File: src/rtl/nvsr_pkg.sv
package nvsr_pkg;
    typedef enum logic [2:0] {
        S_OFF   = 3'd0,
        S_SRAM  = 3'd1,
        S_STORE = 3'd2,
        S_RCLR  = 3'd3,
        S_RCPY  = 3'd4
    } nv_state_e;

    typedef enum logic [1:0] {
        OP_STORE = 2'd0,
        OP_CLEAR = 2'd1,
        OP_COPY  = 2'd2
    } nv_op_e;
endpackage

File: src/rtl/nvsr_pin_sync.sv
module nvsr_pin_sync (
    input  logic clk,
    input  logic rst_n,
    input  logic pin_n,
    output logic fall
);
    typedef struct packed {
        logic [2:0] sh;
    } sync_t;

    sync_t q, d;

    always_comb begin
        d    = q;
        d.sh = {q.sh[1:0], pin_n};
        fall = q.sh[2] & ~q.sh[1];
    end

    always_ff @(posedge clk or negedge rst_n) begin
        if (!rst_n) q <= '{sh: 3'b111};
        else        q <= d;
    end

    // one edge gives one request pulse
    a_r5_single_pulse: assert property (@(posedge clk) disable iff (!rst_n)
        fall |=> !fall);
endmodule

File: src/rtl/nvsr_seq_det.sv
module nvsr_seq_det #(
    parameter int               AW   = 15,
    parameter int               NPRE = 5,
    parameter logic [NPRE*AW-1:0] PRE = '0,
    parameter logic [AW-1:0]    A_ST = '0,
    parameter logic [AW-1:0]    A_RC = '1
) (
    input  logic          clk,
    input  logic          rst_n,
    input  logic          clr,
    input  logic          acc_vld,
    input  logic          acc_rd,
    input  logic [AW-1:0] addr,
    output logic          hit_store,
    output logic          hit_recall
);
    localparam int SW = $clog2(NPRE + 1);

    typedef struct packed {
        logic [SW-1:0] step;
    } det_t;

    det_t q, d;
    logic [AW-1:0] want;

    always_comb begin
        want = '0;
        for (int i = 0; i < NPRE; i++)
            if (q.step == SW'(i)) want = PRE[i*AW +: AW];
    end

    always_comb begin
        d          = q;
        hit_store  = 1'b0;
        hit_recall = 1'b0;
        if (clr) begin
            d.step = '0;
        end else if (acc_vld) begin
            if (q.step == SW'(NPRE)) begin
                d.step = '0;
                if (acc_rd && addr == A_ST)      hit_store  = 1'b1;
                else if (acc_rd && addr == A_RC) hit_recall = 1'b1;
            end else if (acc_rd && addr == want) begin
                d.step = q.step + 1'b1;
            end else begin
                d.step = '0;
            end
        end
    end

    always_ff @(posedge clk or negedge rst_n) begin
        if (!rst_n) q <= '{step: '0};
        else        q <= d;
    end

    // a stray access always lands on the first step
    a_r7_abort: assert property (@(posedge clk) disable iff (!rst_n)
        (acc_vld && !(acc_rd && addr == want)) |=> (q.step == '0));
    // the step index never runs past the final step
    a_r6_step_range: assert property (@(posedge clk) disable iff (!rst_n)
        q.step <= SW'(NPRE));
    // a trigger only fires from the final step
    a_r6_hit_final: assert property (@(posedge clk) disable iff (!rst_n)
        (hit_store || hit_recall) |-> (q.step == SW'(NPRE)));
endmodule

File: src/rtl/nvsr_port_dec.sv
module nvsr_port_dec #(
    parameter int AW = 15,
    parameter int DW = 8
) (
    input  logic          en,
    input  logic          cs_n,
    input  logic          we_n,
    input  logic          oe_n,
    input  logic [AW-1:0] addr,
    input  logic [DW-1:0] dq_i,
    input  logic [DW-1:0] sram_rdata,
    output logic          sram_re,
    output logic          sram_we,
    output logic [AW-1:0] sram_addr,
    output logic [DW-1:0] sram_wdata,
    output logic [DW-1:0] dq_o,
    output logic          dq_oe,
    output logic          acc_vld,
    output logic          acc_rd
);
    logic sel;

    always_comb begin
        sel        = en & ~cs_n;
        sram_we    = sel & ~we_n;
        sram_re    = sel & we_n;
        dq_oe      = sel & we_n & ~oe_n;
        sram_addr  = addr;
        sram_wdata = dq_i;
        dq_o       = sram_rdata;
        acc_vld    = sel;
        acc_rd     = we_n;
    end
endmodule

File: src/rtl/nvsr_ctrl.sv
module nvsr_ctrl
    import nvsr_pkg::*;
#(
    parameter int                AW     = 15,
    parameter int                DW     = 8,
    parameter int                ST_TMO = 2000000,
    parameter int                RC_TMO = 4000,
    parameter logic [5*AW-1:0]   SEQ_PRE = {15'h11E3, 15'h3488, 15'h0F71, 15'h2B36, 15'h1A5C},
    parameter logic [AW-1:0]     SEQ_ST = 15'h2D0F,
    parameter logic [AW-1:0]     SEQ_RC = 15'h06B4
) (
    input  logic          clk,
    input  logic          rst_n,
    input  logic          pwr_ok,
    input  logic          cs_n,
    input  logic          we_n,
    input  logic          oe_n,
    input  logic [AW-1:0] addr,
    input  logic [DW-1:0] dq_i,
    output logic [DW-1:0] dq_o,
    output logic          dq_oe,
    input  logic          sb_in_n,
    output logic          sb_drv,
    output logic          sram_re,
    output logic          sram_we,
    output logic [AW-1:0] sram_addr,
    output logic [DW-1:0] sram_wdata,
    input  logic [DW-1:0] sram_rdata,
    output logic          xfer_req,
    output logic [1:0]    xfer_op,
    input  logic          xfer_ack
);
    localparam int TMAX = (ST_TMO > RC_TMO) ? ST_TMO : RC_TMO;
    localparam int TW   = $clog2(TMAX + 1);

    typedef struct packed {
        nv_state_e     st;
        logic [TW-1:0] tmr;
    } ctl_t;

    ctl_t q, d;
    logic sram_mode, pin_fall, acc_vld, acc_rd, hit_store, hit_recall;

    nvsr_pin_sync u_pin (
        .clk(clk), .rst_n(rst_n), .pin_n(sb_in_n), .fall(pin_fall)
    );

    nvsr_port_dec #(.AW(AW), .DW(DW)) u_port (
        .en(sram_mode), .cs_n(cs_n), .we_n(we_n), .oe_n(oe_n),
        .addr(addr), .dq_i(dq_i), .sram_rdata(sram_rdata),
        .sram_re(sram_re), .sram_we(sram_we), .sram_addr(sram_addr),
        .sram_wdata(sram_wdata), .dq_o(dq_o), .dq_oe(dq_oe),
        .acc_vld(acc_vld), .acc_rd(acc_rd)
    );

    nvsr_seq_det #(.AW(AW), .NPRE(5), .PRE(SEQ_PRE), .A_ST(SEQ_ST), .A_RC(SEQ_RC)) u_seq (
        .clk(clk), .rst_n(rst_n), .clr(!sram_mode), .acc_vld(acc_vld),
        .acc_rd(acc_rd), .addr(addr), .hit_store(hit_store), .hit_recall(hit_recall)
    );

    always_comb begin
        d     = q;
        d.tmr = q.tmr + 1'b1;
        unique case (q.st)
            S_OFF: begin
                d.tmr = '0;
                if (pwr_ok) d.st = S_RCLR;
            end
            S_SRAM: begin
                d.tmr = '0;
                if (!pwr_ok || pin_fall || hit_store) d.st = S_STORE;
                else if (hit_recall)                  d.st = S_RCLR;
            end
            S_STORE: begin
                if (xfer_ack || q.tmr == TW'(ST_TMO - 1))
                    d.st = pwr_ok ? S_SRAM : S_OFF;
            end
            S_RCLR: begin
                if (q.tmr == TW'(RC_TMO - 1)) d.st = S_SRAM;
                else if (xfer_ack)            d.st = S_RCPY;
            end
            S_RCPY: begin
                if (xfer_ack || q.tmr == TW'(RC_TMO - 1)) d.st = S_SRAM;
            end
            default: d.st = S_OFF;
        endcase
    end

    always_comb begin
        sram_mode = (q.st == S_SRAM);
        xfer_req  = (q.st == S_STORE) || (q.st == S_RCLR) || (q.st == S_RCPY);
        sb_drv    = xfer_req;
        unique case (q.st)
            S_RCLR:  xfer_op = OP_CLEAR;
            S_RCPY:  xfer_op = OP_COPY;
            default: xfer_op = OP_STORE;
        endcase
    end

    always_ff @(posedge clk or negedge rst_n) begin
        if (!rst_n) q <= '{st: S_OFF, tmr: '0};
        else        q <= d;
    end

    // no port traffic reaches the array while busy
    a_r3_lockout: assert property (@(posedge clk) disable iff (!rst_n)
        sb_drv |-> (!sram_we && !sram_re && !dq_oe));
    // power loss in SRAM mode enters STORE next
    a_r4_pwr_fail: assert property (@(posedge clk) disable iff (!rst_n)
        (q.st == S_SRAM && !pwr_ok) |=> (q.st == S_STORE));
    // the copy phase is only reached through the clear phase
    a_r8_copy_after_clear: assert property (@(posedge clk) disable iff (!rst_n)
        (q.st == S_RCPY) |-> ($past(q.st) == S_RCLR || $past(q.st) == S_RCPY));
    // powered-down idle issues nothing
    a_r9_off_quiet: assert property (@(posedge clk) disable iff (!rst_n)
        (q.st == S_OFF) |-> (!xfer_req && !dq_oe && !sram_re && !sram_we));
    // STORE never outlives its timeout
    a_r11_store_bound: assert property (@(posedge clk) disable iff (!rst_n)
        (q.st == S_STORE) |-> (q.tmr < TW'(ST_TMO)));
    // RECALL never outlives its timeout
    a_r12_recall_bound: assert property (@(posedge clk) disable iff (!rst_n)
        (q.st == S_RCLR || q.st == S_RCPY) |-> (q.tmr < TW'(RC_TMO)));
    // acknowledged STORE with power present resumes SRAM mode
    a_r13_resume: assert property (@(posedge clk) disable iff (!rst_n)
        (q.st == S_STORE && xfer_ack && pwr_ok) |=> (q.st == S_SRAM));
endmodule

File: config.mk
export PLATFORM = sky130hd
export DESIGN_NAME = nvsr_ctrl
export DESIGN_NICKNAME = d
export VERILOG_FILES = /design/src/rtl/nvsr_pkg.sv /design/src/rtl/nvsr_pin_sync.sv /design/src/rtl/nvsr_seq_det.sv /design/src/rtl/nvsr_port_dec.sv /design/src/rtl/nvsr_ctrl.sv
export SDC_FILE = /design/constraint.sdc
export NUM_CORES = 1
export LEC_CHECK = 0
export BUFFER_PORTS_ARGS = -buffer_cell sky130_fd_sc_hd__buf_2
export CAP_MARGIN = 25
export CORE_UTILIZATION = 40
export CTS_BUF_LIST = sky130_fd_sc_hd__clkbuf_8
export DETAILED_ROUTE_END_ITERATION = 10
export PLACE_DENSITY = 0.65
export SYNTH_ARGS = -nofsm -noshare
export SYNTH_HDL_FRONTEND = slang
export SYNTH_SLANG_ARGS = --single-unit
export TNS_END_PERCENT = 20
File: constraint.sdc
create_clock -name clk -period 6.2 [get_ports clk]
set_input_delay 0.31 -clock clk [delete_from_list [all_inputs] [get_ports clk]]
set_output_delay 0.31 -clock clk [all_outputs]
set_load 0.01 [all_outputs]
==> metrics.md, run 1 <==
| Metric | Value |
|---|---|
| Post-CTS sizing | `0` |
| Post-route ant nets | `0` |
| Worst-Skew Late Latency | `0.27 ns` |
| Die width | `75.8 um` |
| Cell Area, Synth | `0.00218 mm^2` |
| Final worst path period need | `2.41 ns` |
| Synth warnings | `0` |
| Detailed-route via count | `1800` |
| Tot Pwr | `516 uW` |
| Post-layout net count | `311` |
| Die ar. | `0.00575 mm^2` |
| Area share of the largest cell type after synthesis | `31.0%` |
| Core Area | `0.00517 mm^2` |
| FF+latch count, synth | `30` |
| Area Overhead vs Synth | `5.91%` |
| RSZ-0062 raised after global routing | `false` |
| Peak VDD IR | `0.109 mV` |
| Vias in the first global route | `1474` |
| Final GP Congestion | `0.893` |
| Clk root buf | `clkbuf_8` |
| # IOs | `77` |
| Worst r2r src | `u_seq.q[2]` |
| Power density over cell area | `223 mW/mm^2` |
| Post-Syn Area per Cell | `8.69 um^2` |
| Status | `finished, final reports clean` |
| Post-synth top area cell | `dfrtp_1` |
| WL per Instance | `12.9 um` |
| Worst R2R End | `u_seq.q[1]` |
| Detailed-route vias per instance | `5.34` |
| FFs w/ async S/R, synth | `100%` |
| CTS Hold Bufs | `0` |
| Clock sinks | `30` |
| Mapped Cells | `251` |
| Distinct cells, synth | `48` |
| Slew HR | `57.4%` |
| Row cnt | `26` |
| Area contributors post-synth | `dfrtp_1 31%, buf_4 11%, nor2_1 4.1%` |
| Max FO, Critical Path | `11` |
| Leakage | `0.989 nW` |
| Final setup vio count | `0` |
| Syn_nets | `296` |
| Number of diodes | `0` |
| Post-synthesis sequential area ratio | `34.6%` |
| Clock Skew | `0.00520 ns` |
| Clock Tree Buf Depth | `2` |
| Gr usage total | `15.7%` |
| Setup CP Type | `reg -> reg` |
| Iter 0 DRT Violations | `101` |
| DR pass1 iterations | `4` |
| Post-synth EDFFs | `0` |
| F_max | `0.415 GHz` |
| Initial antenna violation count | `0` |
| Post-CTS Setup Bufs | `0` |
| Largest net degree at the start of global routing | `31` |
| Multi-input gate area in the final layout | `0.00111 mm^2` |
| DRC | `0` |
| Reg2Reg Depth | `8` |
| Total Routed Length | `4360 um` |
| Fillers | `515` |
| Number of port buffers | `44` |
| Hold Crit Class | `in -> async` |
| Grt ovf | `0` |
| Reg area | `754 um^2` |
| Post-Route Setup TNS | `0 ns` |
| CTS buffer count | `5` |
| WP data arrival | `2.61 ns` |
| Max Cap Viol | `0` |
| Worst-Margin Slew | `0.638 ns` |
| Final Cycle Share | `38.9%` |
| Hpwl dp | `3320 um` |
| Die height | `75.8 um` |
| CTS tree | `yes` |
| Final-report hold violation count | `0` |
| Fin. max-slew vios | `0` |
| Initial core utilization | `42.2%` |
| Startpoint class of the critical path | `flop` |
| Worst setup EP type | `flop` |
| First-pass GRT wire length | `6810 um` |
| Flop-to-flop setup slack | `3.79 ns` |
| Worst EP required | `6.40 ns` |
| Worst-path clk slew | `0.06 ns` |
| Synth Flop Type | `dfrtp_1` |
| H-tree Lvls | `2` |
| Layout cells sized above 1 | `23.6%` |
synth_stat cells (8+ instances only):
master	instances
xor2_1	9
xnor2_1	9
inv_1	11
nand4_1	9
dfrtp_1	27
or3_1	8
a21oi_1	9
o21ai_0	12
buf_4	32
nor2_1	24
nand2_1	12
nand3_1	15
layer usage:
layer  part of all wire, %  vias up  track usage [%]  routed length [um]
li1                      -      889                -                   -
met1                    46      842             20.5                2010
met2                    47       63             24.9                2030
met3                   6.2        6             4.37                 271
met4                   1.2        0             5.56                  52
met5                     0        -                0                   0
stage by stage:
step	utilization [%]	instance area (um^2)	std cells	hold slack [ns]	worst slack, ns
3_3_place_gp	42.8	2210	328	0.348	3.84
2_1_floorplan	-	2180	251	0.0144	4.12
6_report	44.7	2310	337	0.0569	3.79
5_1_grt	44.7	2310	337	0.111	3.64
4_1_cts	44.4	2290	336	0.0784	3.74
3_5_place_dp	42.8	2210	328	0.349	3.75
layout by cell type (no fill, tap or decap), drive strengths merged, types with 2 or more instances in the layout:
master / n
nand3: 15
nor4b: 5
a21oi: 9
nor3: 6
clkbuf: 5
and3: 2
nor2b: 4
xor2: 9
ha: 6
or4: 3
nand2b: 4
inv: 14
dfstp: 3
nor2: 26
nand4b: 2
a21boi: 2
xnor2: 9
nor4: 6
and3b: 2
nand2: 12
a31oi: 2
buf: 45
nand4: 9
and4: 2
dfrtp: 27
o21ai: 16
nor3b: 2
or3: 8
kinds of logic (layout without fill, tap and decap cells):
| family | after synthesis | after routing | synth area share [%] |
|---|---|---|---|
| AND/OR/NAND/NOR | 109 | 109 | 28.2 |
| buffers and inverters | 48 | 64 | 14.5 |
| AO/OA/AOI/OAI | 39 | 39 | 11.6 |
| flip-flops | 30 | 30 | 34.6 |
| XOR/XNOR | 18 | 18 | 7.23 |
| adder cells (fa/ha/maj) | 6 | 6 | 3.44 |
| multiplexers | 1 | 1 | 0.459 |
flip-flops by register name, indices dropped and copies added (netlist names):
name     cells
u_pin.q      3
u_seq.q      3
q           24
worst max-delay path, stage by stage (launching register included):
cell	delay (ns)
dfrtp_1	0.58
inv_1	0.16
ha_1	0.33
nor2_4	0.15
o21ai_0	0.16
mux2i_1	0.21
o2111ai_1	0.14
or4_4	0.48
o21ai_2	0.13
cell type report:
type | instances | area share [%]
multi-input cells | 173 | 48.1
inverters | 11 | 1.79
clock inverters | 3 | 0.488
repair buffers | 45 | 10.2
flip-flops and latches | 30 | 32.7
well taps | 70 | 3.79
clock buffers | 5 | 2.98
power breakdown:
group / switching, mW / internal, mW / leakage, nW
clock network: 0.0662 / 0.0745 / 0.0519
registers: 0.0199 / 0.212 / 0.403
logic: 0.0877 / 0.0557 / 0.533
worst max path at each step:
stage               slack [ns]          to  depth (start not counted)       start
finish                    3.79  u_seq.q[1]                          8  u_seq.q[2]
global route              3.64  u_seq.q[1]                          8  u_seq.q[2]
CTS                       3.74  u_seq.q[1]                          6       q[23]
detailed placement        3.75  u_seq.q[1]                          6       q[22]
global placement          3.84  u_seq.q[0]                          6       q[22]
floorplan                 4.12  u_seq.q[0]                          8  u_seq.q[0]
No activity file was read; power rests on OpenSTA's default activity.
==> run 2: changes to the inputs <==
PLACE_DENSITY = 0.68   (was 0.65)
clock period = 2.07 ns   (was 6.2 ns; I/O delays follow)
==> run 2 against run 1 <==
Against the previous run: the flow now finishes with violations (negative setup slack); flip-flop and latch count unchanged; first-iteration DRC count increased by 78%; combinational power increased to 2.9 times the previous value; largest cell class unchanged.
==> metrics.md, run 2 (same netlist as run 1, synthesis figures left out) <==
| Metric | Value |
|---|---|
| PnR worst setup slack | `-0.0600 ns (-3.85 ns)` |
| Final-report hold violation count | `0 (unchanged)` |
| Die width | `75.8 um (unchanged)` |
| Reg area | `757 um^2 (+0.33%)` |
| DRC | `0 (unchanged)` |
| DR pass1 iterations | `4 (unchanged)` |
| Multi-input gate area in the final layout | `0.00114 mm^2 (+2.9%)` |
| Core Area | `0.00517 mm^2 (unchanged)` |
| Worst-Skew Late Latency | `0.28 ns (about the same)` |
| Crit path largest cell delay | `0.59 ns (about the same)` |
| CTS buffer count | `5 (unchanged)` |
| Hpwl dp | `3570 um (+7.5%)` |
| Final worst path period need | `2.13 ns (-0.281 ns)` |
| Clk root buf | `clkbuf_8` |
| Grt ovf | `0 (unchanged)` |
| Detailed-route via count | `1866 (+3.7%)` |
| Number of port buffers | `44 (unchanged)` |
| Worst EP required | `2.27 ns (-4.13 ns)` |
| Buf+Inv Stages, Crit Path | `0 (-1)` |
| Gr usage total | `17.9% (+2.2 points)` |
| Status | `finished, violations left` |
| Startpoint class of the critical path | `flop` |
| Crit-path slowest cell | `or4_4` |
| Crit-path leading delay family | `simple AND/OR/NAND/NOR gates` |
| Max FO, Critical Path | `7 (-4)` |
| Commonest non-fill, non-tap cell in the layout | `buf_2` |
| Largest net degree at the start of global routing | `31 (unchanged)` |
| Final GP Congestion | `0.894 (+0.12%)` |
| Failing checks | `negative setup slack` |
| Initial antenna violation count | `0 (unchanged)` |
| Fillers | `503 (-2.3%)` |
| Post-layout utilization of the core | `47.4% (+2.8 points)` |
| H-tree Lvls | `2 (unchanged)` |
| Fin. max-slew vios | `0 (unchanged)` |
| CTS tree | `yes` |
| Initial core utilization | `42.2% (unchanged)` |
| Worst Hold Launch | `cs_n` |
| Tot Pwr | `1.68 mW (+230%)` |
| Max Cap Viol | `0 (unchanged)` |
| Setup CP Type | `reg -> reg` |
| Iter 0 DRT Violations | `180 (+78%)` |
| F_max | `0.469 GHz (+13%)` |
| Hold Crit Class | `in -> reg` |
| Worst-Margin Slew | `0.671 ns (+0.0331 ns)` |
| WL per Instance | `13.5 um (+4.5%)` |
| Final Cycle Share | `103% (+64 points)` |
| CP Cell Sequence | `ha_2 > ha_4 > nor2_4 > o21ai_0 > a21boi_1 > a32oi_1 > or4_4 > o21ai_2` |
| Layout cells sized above 1 | `29.5% (+5.9 points)` |
| WP data arrival | `2.33 ns (-0.28 ns)` |
| Total Routed Length | `4710 um (+7.9%)` |
| Post-CTS Setup Bufs | `0 (unchanged)` |
| Worst r2r src | `u_seq.q[0]` |
| Power density over cell area | `686 mW/mm^2 (+210%)` |
| First-pass GRT wire length | `7760 um (+14%)` |
| Die ar. | `0.00575 mm^2 (unchanged)` |
| Commonest non-fill, non-tap cells in the layout | `44 x buf_2, 25 x dfrtp_1, 24 x nor2_1` |
| Detailed-route vias per instance | `5.36 (+0.39%)` |
| # IOs | `77 (unchanged)` |
| Largest Register | `q` |
| Clock Tree Buf Depth | `2 (unchanged)` |
| Area Overhead vs Synth | `12.5%` |
| Max reg flops | `24 (unchanged)` |
| Crit path launch | `u_seq.q[0]` |
| Peak VDD IR | `0.414 mV (+280%)` |
| Clock sinks | `30 (unchanged)` |
| Worst setup EP type | `flop` |
| Final setup vio count | `3 (+3)` |
| Row cnt | `26 (unchanged)` |
| Clock Skew | `0.00519 ns (-0.0000119 ns)` |
| Post-layout net count | `322 (+3.5%)` |
| Worst-path clk slew | `0.06 ns (about the same)` |
| Leakage | `1.04 nW (+5.1%)` |
| Number of diodes | `0 (unchanged)` |
| Die height | `75.8 um (unchanged)` |
| Slew HR | `55.2% (-2.2 points)` |
| RSZ-0062 raised after global routing | `true` |
| Top flop regs | `q (24), u_pin.q (3), u_seq.q (3)` |
| Post-route ant nets | `0 (unchanged)` |
| Vias in the first global route | `1624 (+10%)` |
## run 2: cell count changes in the layout (fill, tap and decap cells not counted), moves of 2 or more
cell,change
inv_1,-3
ha_2,+3
ha_1,-5
clkinv_2,+2
buf_4,+10
dlygate4sd3_1,+2
ha_4,+2
dfrtp_2,+2
dfrtp_1,-2
## run 2: path summary, 6_finish.rpt
check | end | slack, ns | cells past startpoint
max in group asynchronous | u_seq.q[1] | 1.20 | 2
worst min register to register | u_pin.q[1] | 0.36 | 0
worst min-delay path | u_seq.q[1] | 0.14 | 3
worst max-delay path | u_seq.q[0] | -0.06 | 8
worst max register to register | u_seq.q[0] | -0.06 | 8
min in group asynchronous | q[17] | 0.39 | 2
## run 2: timing repair
item	in CTS	in global routing
hold buffers	2	0
hold endpoints to repair	28	0
endpoints found under the setup margin	3	3
resized for setup	5	4
pin swaps	0	1
## run 2: power by group
| part | switching [mW] | internal (mW) |
|---|---|---|
| combinational | 0.264 | 0.153 |
| sequential | 0.0618 | 0.634 |
| clock | 0.216 | 0.353 |
## run 2: tightest hold or removal path: cells and delay by family
kind | cells | cell delay [ns]
AOI/OAI and AO/OA | 1 | 0.05
buffers and inverters | 1 | 0.13
and+or+nand+nor | 1 | 0.10
## run 2: per-stage QoR
stage | TNS [ns] | worst slack, ns | std cells | hold WS, ns | instance area [um^2]
2_1_floorplan | 0 | 0.0534 | 251 | -0.192 | 2180
3_3_place_gp | -0.118 | -0.0396 | 338 | 0.171 | 2290
3_5_place_dp | -0.207 | -0.0780 | 338 | 0.172 | 2290
4_1_cts | -0.0389 | -0.0213 | 348 | 0.137 | 2440
5_1_grt | -0.414 | -0.152 | 348 | 0.143 | 2450
6_report | -0.158 | -0.0600 | 348 | 0.139 | 2450
## run 2: cell type report
class | instances | area share, %
clock inverters | 3 | 1.63
repair buffers | 56 | 12.9
clock buffers | 5 | 2.80
inverters | 11 | 1.68
flip-flops and latches | 30 | 30.9
multi-input cells | 173 | 46.6
well taps | 70 | 3.57
## run 2: per-layer routing
metal / global-route usage (%) / part of all wire, % / vias up
met2: 26.5 / 46 / 68
met1: 25.5 / 47 / 877
met3: 4.50 / 6.3 / 6
li1: - / - / 915
met4: 6.17 / 1.0 / 0
met5: 0 / 0 / -
==> run 3: changes to the inputs <==
SETUP_SLACK_MARGIN = 0.5   (was default)
==> run 3 against run 2 <==
Against the previous run: register-to-register slack better by 0.06 ns; first-iteration DRC count shrank 40%; utilization up 6.3 points; largest power group unchanged; clock power is 2% lower; clock skew grew 0.0031 ns; the flow now finishes without violations; routed wire length is 13% higher; sequential power up 4.7%; largest cell class unchanged; highest routed layer unchanged; hold slack gained 0.0045 ns; critical endpoint is now u_seq.q[1].
==> metrics.md, run 3 (same netlist as run 1, synthesis figures left out) <==
| Metric | Value |
|---|---|
| Status | `finished, final reports clean` |
| Hold Path End | `u_seq.q[2]` |
| Initial core utilization | `42.2% (unchanged)` |
| DR pass1 iterations | `4 (unchanged)` |
| Layout cells sized above 1 | `46.5% (+17 points)` |
| Number of diodes | `0 (unchanged)` |
| Die width | `75.8 um (unchanged)` |
| H-tree Lvls | `2 (unchanged)` |
| Iter 0 DRT Violations | `108 (-40%)` |
| Final hold slack | `0.144 ns (+0.00452 ns)` |
| Worst EP required | `2.28 ns (about the same)` |
| Commonest non-fill, non-tap cells in the layout | `43 x buf_2, 21 x nor2_1, 16 x dfrtp_1` |
| Area Overhead vs Synth | `27.4%` |
| Initial antenna violation count | `0 (unchanged)` |
| Post-route ant nets | `0 (unchanged)` |
| Final std cell area, no fill | `0.00278 mm^2 (+13%)` |
| Hold Crit Class | `in -> reg` |
| Dpl cell area | `0.00231 mm^2 (+0.60%)` |
| Startpoint class of the critical path | `flop` |
| CP Cell Sequence | `ha_4 > ha_4 > nor2_4 > nand3_2 > a221oi_2 > a21oi_1 > or4_4 > o21ai_2` |
| Vias in the first global route | `1676 (+3.2%)` |
| Worst-Skew Late Latency | `0.29 ns (about the same)` |
| # IOs | `77 (unchanged)` |
| Reg2Reg Depth | `8 (unchanged)` |
| Largest net degree at the start of global routing | `31 (unchanged)` |
| Crit-path slowest cell | `or4_4` |
| Crit path launch | `u_seq.q[0]` |
| Top flop regs | `q (24), u_pin.q (3), u_seq.q (3)` |
| Post-layout net count | `326 (+1.2%)` |
| Largest Register | `q` |
| CTS buffer count | `5 (unchanged)` |
| Die height | `75.8 um (unchanged)` |
| WL per Instance | `15.1 um (+12%)` |
| Slew HR | `55.3% (about the same)` |
| Final-report hold violation count | `0 (unchanged)` |
| Tot Pwr | `1.82 mW (+8.2%)` |
| Core Area | `0.00517 mm^2 (unchanged)` |
| CTS tree | `yes` |
| Setup CP Type | `reg -> reg` |
| Detailed-route vias per instance | `5.51 (+2.8%)` |
| Row cnt | `26 (unchanged)` |
| Final worst path period need | `2.07 ns (-0.0628 ns)` |
| Detailed-route via count | `1941 (+4.0%)` |
| Clk root buf | `clkbuf_8` |
| Clock Tree Buf Depth | `2 (unchanged)` |
| Hold Path Stages | `3 (unchanged)` |
| Peak VDD IR | `0.406 mV (-1.9%)` |
| Hpwl dp | `3600 um (+0.85%)` |
| F_max | `0.484 GHz (+3.0%)` |
| First-pass GRT wire length | `7720 um (-0.53%)` |
| Max FO, Critical Path | `5 (-2)` |
| Final Cycle Share | `99.9% (-3.0 points)` |
| Commonest non-fill, non-tap cell in the layout | `buf_2` |
| Worst R2R End | `u_seq.q[1]` |
| Gr usage total | `18.0% (+0.041 points)` |
| RSZ-0062 raised after global routing | `true` |
| Max Cap Viol | `0 (unchanged)` |
| Worst-Margin Slew | `0.671 ns (-0.000281 ns)` |
| WP data arrival | `2.27 ns (-0.06 ns)` |
| Die ar. | `0.00575 mm^2 (unchanged)` |
| Max reg flops | `24 (unchanged)` |
| Final setup vio count | `0 (-3)` |
| Number of port buffers | `44 (unchanged)` |
| Post-layout utilization of the core | `53.7% (+6.3 points)` |
| Worst-path clk slew | `0.06 ns (about the same)` |
| Worst Hold Launch | `cs_n` |
| Leakage | `1.13 nW (+8.5%)` |
| Final GP Congestion | `0.885 (-0.98%)` |
| Power density over cell area | `655 mW/mm^2 (-4.4%)` |
| Grt ovf | `0 (unchanged)` |
| Clock sinks | `30 (unchanged)` |
| Fillers | `458 (-8.9%)` |
| Crit path largest cell delay | `0.53 ns (-0.06 ns)` |
| Worst setup EP type | `flop` |
| Flop-to-flop setup slack | `0.003 ns (+0.06 ns)` |
| Most common cell on crit path | `ha_4` |
| Worst r2r src | `u_seq.q[0]` |
| DRC | `0 (unchanged)` |
| Fin. max-slew vios | `0 (unchanged)` |
| Total Routed Length | `5320 um (+13%)` |
| Clock Skew | `0.00830 ns (+0.00312 ns)` |
run 3: final cells by class:
cell class              instances  area (um^2)  share of cell area [%]
repair buffers                 60          368                    13.2
flip-flops and latches         30          768                    27.7
clock buffers                   8          110                    3.96
well taps                      70         87.6                    3.15
multi-input cells             173         1400                    50.4
inverters                      11         43.8                    1.58
run 3: power breakdown:
group	switching [mW]	internal [mW]	total, mW
Sequential	0.0882	0.641	0.729
Combinational	0.308	0.226	0.534
Clock	0.220	0.335	0.556
Total	0.617	1.20	1.82
run 3: how the worst max path moves through the flow:
stage | endpoint | depth (start not counted)
final | u_seq.q[1] | 8
after floorplan | u_seq.q[0] | 9
after CTS | u_seq.q[1] | 8
after global routing | u_seq.q[1] | 8
after detailed placement | u_seq.q[1] | 8
after global placement | u_seq.q[0] | 8
run 3: critical path: cells and delay by family (launching register included):
kind / cells / cell delay (ns)
AO/OA/AOI/OAI: 3 / 0.42
adder cells (fa/ha/maj): 2 / 0.37
flip-flops: 1 / 0.47
AND/OR/NAND/NOR: 3 / 0.73
run 3: timing repair:
item | 4_1_cts | 5_1_grt
endpoints found under the hold margin | 28 | 0
setup endpoints to repair | 15 | 23
pin swaps | 1 | 33
setup buffers | 2 | 3
hold buffers | 2 | 0
resized for setup | 14 | 59
run 3: metal layers:
metal | track usage, % | share of wire [%] | vias up
met2 | 29.3 | 51 | 64
met1 | 22.3 | 42 | 944
met3 | 4.63 | 4.8 | 12
met4 | 8.23 | 1.8 | 0
met5 | 0 | 0 | -
li1 | - | - | 921
run 3: metrics by stage:
| stage | instances | setup WS, ns | setup TNS (ns) |
|---|---|---|---|
| 6_report | 352 | 0.00282 | 0 |
| 5_1_grt | 352 | -0.113 | -0.316 |
| 4_1_cts | 349 | 0.00370 | 0 |
| 3_5_place_dp | 337 | -0.116 | -0.344 |
| 3_3_place_gp | 337 | -0.0877 | -0.258 |
| 2_1_floorplan | 251 | 0.103 | 0 |
